<file path="config.mk">
export PLATFORM = sky130hd
export DESIGN_NAME = ser_word_packer
export DESIGN_NICKNAME = d
export VERILOG_FILES = /design/src/rtl/swp_pkg.sv /design/src/rtl/swp_line_sync.sv /design/src/rtl/swp_idle_timer.sv /design/src/rtl/swp_packer.sv /design/src/rtl/ser_word_packer.sv
export SDC_FILE = /design/constraint.sdc
export NUM_CORES = 1
export LEC_CHECK = 0
export ABC_AREA = 1
export BUFFER_PORTS_ARGS = -buffer_cell sky130_fd_sc_hd__buf_2
export CAP_MARGIN = 20
export CORE_AREA = 2 2 100 102
export CTS_BUF_LIST = sky130_fd_sc_hd__clkbuf_16
export DETAILED_ROUTE_END_ITERATION = 8
export DIE_AREA = 0 0 102 104
export PLACE_DENSITY = 0.5
export RECOVER_POWER = 25
export SYNTH_ARGS = -nofsm -noshare
export SYNTH_HDL_FRONTEND = slang
export SYNTH_SLANG_ARGS = --single-unit
</file>
<file path="constraint.sdc">
create_clock -name clk_i -period 1.4 [get_ports clk_i]
set_input_delay 0.07 -clock clk_i [delete_from_list [all_inputs] [get_ports clk_i]]
set_output_delay 0.07 -clock clk_i [all_outputs]
set_load 0.02 [all_outputs]
</file>
<file path="src/rtl/swp_pkg.sv">
package swp_pkg;
  localparam int BYTE_W = 8;
  localparam int WORD_W = 2 * BYTE_W;

  typedef logic [BYTE_W-1:0] byte_t;
  typedef logic [WORD_W-1:0] word_t;

  typedef struct packed {
    byte_t hi;
    byte_t lo;
  } word_s;
endpackage

</file>
<file path="src/rtl/swp_line_sync.sv">
module swp_line_sync #(
  parameter int STAGES = 2
) (
  input  logic clk_i,
  input  logic rst_ni,
  input  logic line_i,
  output logic fall_o
);
  // Chain plus one extra flop for edge detect; reset to idle-high.
  logic [STAGES:0] sh_q;

  always_ff @(posedge clk_i or negedge rst_ni) begin
    if (!rst_ni) sh_q <= '1;
    else         sh_q <= {sh_q[STAGES-1:0], line_i};
  end

  assign fall_o = sh_q[STAGES] & ~sh_q[STAGES-1];


  fall_single_chk: assert property (@(posedge clk_i) disable iff (!rst_ni)
    fall_o |=> !fall_o);
endmodule

</file>
<file path="src/rtl/swp_idle_timer.sv">
module swp_idle_timer #(
  parameter int unsigned IDLE_CYCLES = 32'd375_000_000
) (
  input  logic clk_i,
  input  logic rst_ni,
  input  logic activity_i,
  output logic asleep_o
);
  localparam int CNT_W = (IDLE_CYCLES > 1) ? $clog2(IDLE_CYCLES) : 1;
  localparam logic [CNT_W-1:0] CNT_LAST = CNT_W'(IDLE_CYCLES - 1);

  logic [CNT_W-1:0] cnt_q;
  logic             asleep_q;

  always_ff @(posedge clk_i or negedge rst_ni) begin
    if (!rst_ni) begin
      cnt_q    <= '0;
      asleep_q <= 1'b0;
    end else if (activity_i) begin
      cnt_q    <= '0;
      asleep_q <= 1'b0;
    end else if (!asleep_q) begin
      if (cnt_q == CNT_LAST) begin
        cnt_q    <= '0;
        asleep_q <= 1'b1;
      end else begin
        cnt_q <= cnt_q + 1'b1;
      end
    end
  end

  assign asleep_o = asleep_q;


  sleep_at_limit_chk: assert property (@(posedge clk_i) disable iff (!rst_ni)
    $rose(asleep_q) |-> $past(cnt_q) == CNT_LAST);


  wake_on_fall_chk: assert property (@(posedge clk_i) disable iff (!rst_ni)
    activity_i |=> !asleep_q);


  restart_count_chk: assert property (@(posedge clk_i) disable iff (!rst_ni)
    activity_i |=> cnt_q == '0);
endmodule

</file>
<file path="src/rtl/swp_packer.sv">
module swp_packer
  import swp_pkg::*;
(
  input  logic  clk_i,
  input  logic  rst_ni,
  input  logic  en_i,
  input  logic  byte_valid_i,
  input  byte_t byte_i,
  output logic  word_valid_o,
  output word_t word_o
);
  logic  half_q;
  byte_t hi_q;
  word_s word_q;
  logic  valid_q;

  always_ff @(posedge clk_i or negedge rst_ni) begin
    if (!rst_ni) begin
      half_q  <= 1'b0;
      hi_q    <= '0;
      word_q  <= '0;
      valid_q <= 1'b0;
    end else begin
      valid_q <= 1'b0;
      if (!en_i) begin
        half_q <= 1'b0;  // sleeping drops a pending upper byte
      end else if (byte_valid_i) begin
        if (!half_q) begin
          hi_q   <= byte_i;
          half_q <= 1'b1;
        end else begin
          word_q  <= '{hi: hi_q, lo: byte_i};
          valid_q <= 1'b1;
          half_q  <= 1'b0;
        end
      end
    end
  end

  assign word_valid_o = valid_q;
  assign word_o       = word_q;


  strobe_pulse_chk: assert property (@(posedge clk_i) disable iff (!rst_ni)
    word_valid_o |=> !word_valid_o);


  word_hold_chk: assert property (@(posedge clk_i) disable iff (!rst_ni)
    !$stable(word_o) |-> word_valid_o);


  no_strobe_asleep_chk: assert property (@(posedge clk_i) disable iff (!rst_ni)
    !en_i |=> !word_valid_o);


  drop_half_chk: assert property (@(posedge clk_i) disable iff (!rst_ni)
    !en_i |=> !half_q);
endmodule

</file>
<file path="src/rtl/ser_word_packer.sv">
module ser_word_packer
  import swp_pkg::*;
#(
  parameter int unsigned IDLE_CYCLES = 32'd375_000_000,
  parameter int          SYNC_STAGES = 2
) (
  input  logic        clk_i,
  input  logic        rst_ni,
  input  logic        line_i,
  input  logic        byte_valid_i,
  input  logic [7:0]  byte_i,
  output logic        word_valid_o,
  output logic [15:0] word_o,
  output logic        sleep_o,
  output logic        led_o
);
  logic line_fall;
  logic asleep;

  swp_line_sync #(.STAGES(SYNC_STAGES)) u_sync (
    .clk_i  (clk_i),
    .rst_ni (rst_ni),
    .line_i (line_i),
    .fall_o (line_fall)
  );

  swp_idle_timer #(.IDLE_CYCLES(IDLE_CYCLES)) u_timer (
    .clk_i      (clk_i),
    .rst_ni     (rst_ni),
    .activity_i (line_fall),
    .asleep_o   (asleep)
  );

  // Functional enable stands in for the gated clock of the packing domain.
  swp_packer u_pack (
    .clk_i        (clk_i),
    .rst_ni       (rst_ni),
    .en_i         (~asleep),
    .byte_valid_i (byte_valid_i),
    .byte_i       (byte_i),
    .word_valid_o (word_valid_o),
    .word_o       (word_o)
  );

  assign sleep_o = asleep;
  assign led_o   = asleep;


  led_match_chk: assert property (@(posedge clk_i) disable iff (!rst_ni)
    led_o == sleep_o);
endmodule

</file>
==> impl_metrics.yaml <==
outcome:
  status: "finished, violations left"
  violations: "setup timing"
yosys:
  synth_seq_area_share_pct: 45.8
  synth_edf_count: 0
  synthMostInstantiatedCell: "nand2_1"
  syn_inst: 425
  synth_mux_area_share_pct: 0
  synthSimpleGateAreaFrac_pct: 33.6
  synth.area.top_cells: "dfrtp_1 (43%), nand2_1 (18%), nor2_1 (5.9%)"
  async_reset_ff_share_pct: 100
  ys_warn_count: 0
  synthAdderAreaFrac_pct: 0.387
  synth-main-ff-cell: "dfrtp_1"
  syn_nets: 438
  synth-seq-cells: 59
  netlist_area_mm2: 0.00323
  yosys.area.top_type_share_pct: 43.3
  synth-xor-area-share_pct: 4.33
  post-synth-top-area-cell: "dfrtp_1"
  synth.avg_cell_area_um2: 7.61
  synth_compound_area_share_pct: 8.63
  synthTopCellsByCount: "nand2_1 (156), dfrtp_1 (56), nor2_1 (51), inv_1 (46), o21ai_2 (20)"
  synth.distinct_cells: 26
  synth_top_family_by_area: "simple AND/OR/NAND/NOR gates"
worst_setup_path:
  cp.required_ns: 1.66
  critPathArrivalTime_ns: 1.74
  r2r-start: "u_timer.cnt_q[0]$_DFFE_PN0P_"
  cp_max_fo: 7
  crit_path_start_kind: "flip-flop"
  startpoint: "u_timer.cnt_q[0]$_DFFE_PN0P_"
  crit_family: "flip-flops"
  path_buf_inv: 3
  crit_chain: "ha_4 -> nand3_4 -> nor2_4 -> nand3_2 -> inv_2 -> nand2_2 -> nand3_4 -> buf_12 -> buf_12 -> o21ai_4"
  path_class: "flip-flop to flip-flop"
  cp-end-kind: "flip-flop"
  critPathMaxStageDelay_ns: 0.41
  cpMaxStageDelayCell: "dfrtp_1"
global_route:
  grt.overflow.total: 0
  grt_max_degree: 38
  grt_pass1_wl_um: 14600
  antenna_found_initial: 0
  grt_use_total_pct: 17.8
  grt_pass1_vias: 3023
run:
  max-cap-violations: 0
detailed_routing:
  route.met2.wl_um: 3980
  wl_per_cell_um: 13.1
  ant_nets: 0
  met3_length_um: 253
  firstDrtPassIters: 4
  wl_met1_um: 4230
  first_iter_violations: 151
  route.detailed.drc: 0
  vias_per_cell: 4.52
  highest_layer: "met4"
  wirelength_um: 8630
  vias: 2991
floorplan:
  core_mm2: 0.00955
  die_width_um: 102
  num_rows: 36
  die-area_mm2: 0.0106
  die_y_um: 104
  start_util_pct: 33.9
  pin_count: 31
timing:
  finalSetupViolations: 20
  hold_viol_final: 0
  drv_slew: 0
  fin_worst_skew_ns: 0.00497
  tightest_slew_ns: 0.514
  fin_crit_sh_pct: 106
  setup_ws_ns: -0.0802
  tns_ns: -1.10
  grt_setup_unrepaired: "true"
  relSlewSlack_pct: 65.7
  finalCriticalPeriod_ns: 1.48
  max_freq_ghz: 0.676
final_layout:
  n_antenna_cell: 0
  fin_nets: 537
  drive_gt1_share_pct: 37.3
  final_cells: 661
  syn2layout_area_growth_pct: 42.0
  fillerInstances: 990
cts:
  clock-sinks: 59
  clk_latency_ns: 0.33
  htreeDepth: 3
  cts_tree: "yes"
  clk_pin_slew_ns: 0.05
  numCtsBuffers: 9
  cts_buffer_depth: 2
  ctsRootBufferMaster: "clkbuf_16"
worst_hold_path:
  hold_class: "input pin to flip-flop"
  worstHoldStart: "byte_i[1]"
placed_design:
  dp.cells: 630
  gp_congestion: 0.866
  port_buffers: 30
  dp_hpwl_um: 6160
pwr:
  leakagePower_nw: 2.13
  p_per_area_mw_per_mm2: 1170
  ir_worst_vdd_mv: 0.600
## cells by family after synthesis
group,count (synthesis)
adders and majority gates,1
buffers and inverters,56
and+or+nand+nor,253
AOI/OAI and AO/OA,40
xor gates and xnor gates,16
DFF,59
## cell usage in the layout, fill, tap and decap left out, drive strengths merged
cell         netlist  layout
nand2            160     160
buf                8      92
nor2              61      61
dfrtp             56      56
inv               47      47
o21ai             39      39
nand3             23      23
clkbuf             1      11
xor2              10      10
nand4              6       6
xnor2              6       6
dlygate4sd3        0       3
clkinv             0       3
dfstp              3       3
bufinv             0       2
nor3               2       2
a31o               1       1
nand3b             1       1
ha                 1       1
clkinvlp           0       1
## registers in the layout (all words and copies together) (netlist names)
register	flops
u_pack.half_q	1
u_pack.hi_q	8
u_pack.word_o	16
u_pack.word_valid_o	1
u_sync.sh_q	3
u_timer.asleep_o	1
u_timer.cnt_q	29
## worst register-to-register path, cell delays in order (launching register included)
cell and delay, ns:
dfrtp_1 0.41, ha_4 0.19, nand3_4 0.09, nor2_4 0.04
nand3_2 0.08, inv_2 0.04, nand2_2 0.07, nand3_4 0.09
buf_12 0.15, buf_12 0.14, o21ai_4 0.12
## stage by stage
stage / instance area, um2 / hold WS (ns) / setup WS (ns) / util (%) / power (mW)
2_1_floorplan: 3250 / -0.226 / -0.0330 / - / 2.58
3_3_place_gp: 3950 / -0.0704 / -0.127 / 41.3 / 2.96
3_5_place_dp: 3950 / -0.0715 / -0.141 / 41.3 / 2.98
4_1_cts: 4460 / 0.00510 / -0.0923 / 46.8 / 5.43
5_1_grt: 4590 / 0.0198 / -0.159 / 48.1 / 5.64
6_report: 4590 / 0.0121 / -0.0802 / 48.1 / 5.38
## path summary, 6_finish.rpt
kind	slack, ns	cells after the start	endpoint
setup / recovery	-0.08	10	u_timer.cnt_q[6]$_DFFE_PN0P_
hold / removal	0.01	3	u_pack.word_o[1]$_DFFE_PN0P_
setup reg to reg	-0.08	10	u_timer.cnt_q[6]$_DFFE_PN0P_
hold reg to reg	0.36	0	u_sync.sh_q[1]$_DFF_PN1_
max in group asynchronous	0.36	3	u_sync.sh_q[2]$_DFF_PN1_
min in group asynchronous	0.16	2	u_timer.cnt_q[2]$_DFFE_PN0P_
## routing by layer
layer | global-route usage [%] | up-vias
met1 | 25.2 | 1432
met2 | 26.8 | 34
met5 | 0 | -
met3 | 3.09 | 11
li1 | - | 1514
met4 | 7.05 | 0
## area by class of cell
class,instances,area (um2),share of cell area [%]
Tap cell,133,166,3.63
Inverter,47,176,3.84
Clock buffer,9,225,4.91
Sequential cell,59,1490,32.4
Multi-Input combinational cell,310,1720,37.5
Clock inverter,6,81.3,1.77
Timing Repair Buffer,97,733,16.0
## where the power goes
part	switching (mW)	internal, mW	leakage, nW
sequential	0.138	1.94	0.760
clock	0.784	1.53	0.149
combinational	0.560	0.434	1.23
total	1.48	3.90	2.13
## repair_timing
| action | CTS | global route |
|---|---|---|
| cloned | 1 | 0 |
| hold buffers | 3 | 0 |
| hold endpoints to repair | 58 | 0 |
| setup endpoints to repair | 28 | 30 |
| gates resized for setup | 21 | 41 |
| setup buffers | 10 | 5 |
| pin swaps | 9 | 10 |
Power figures use the tool's default switching activity.
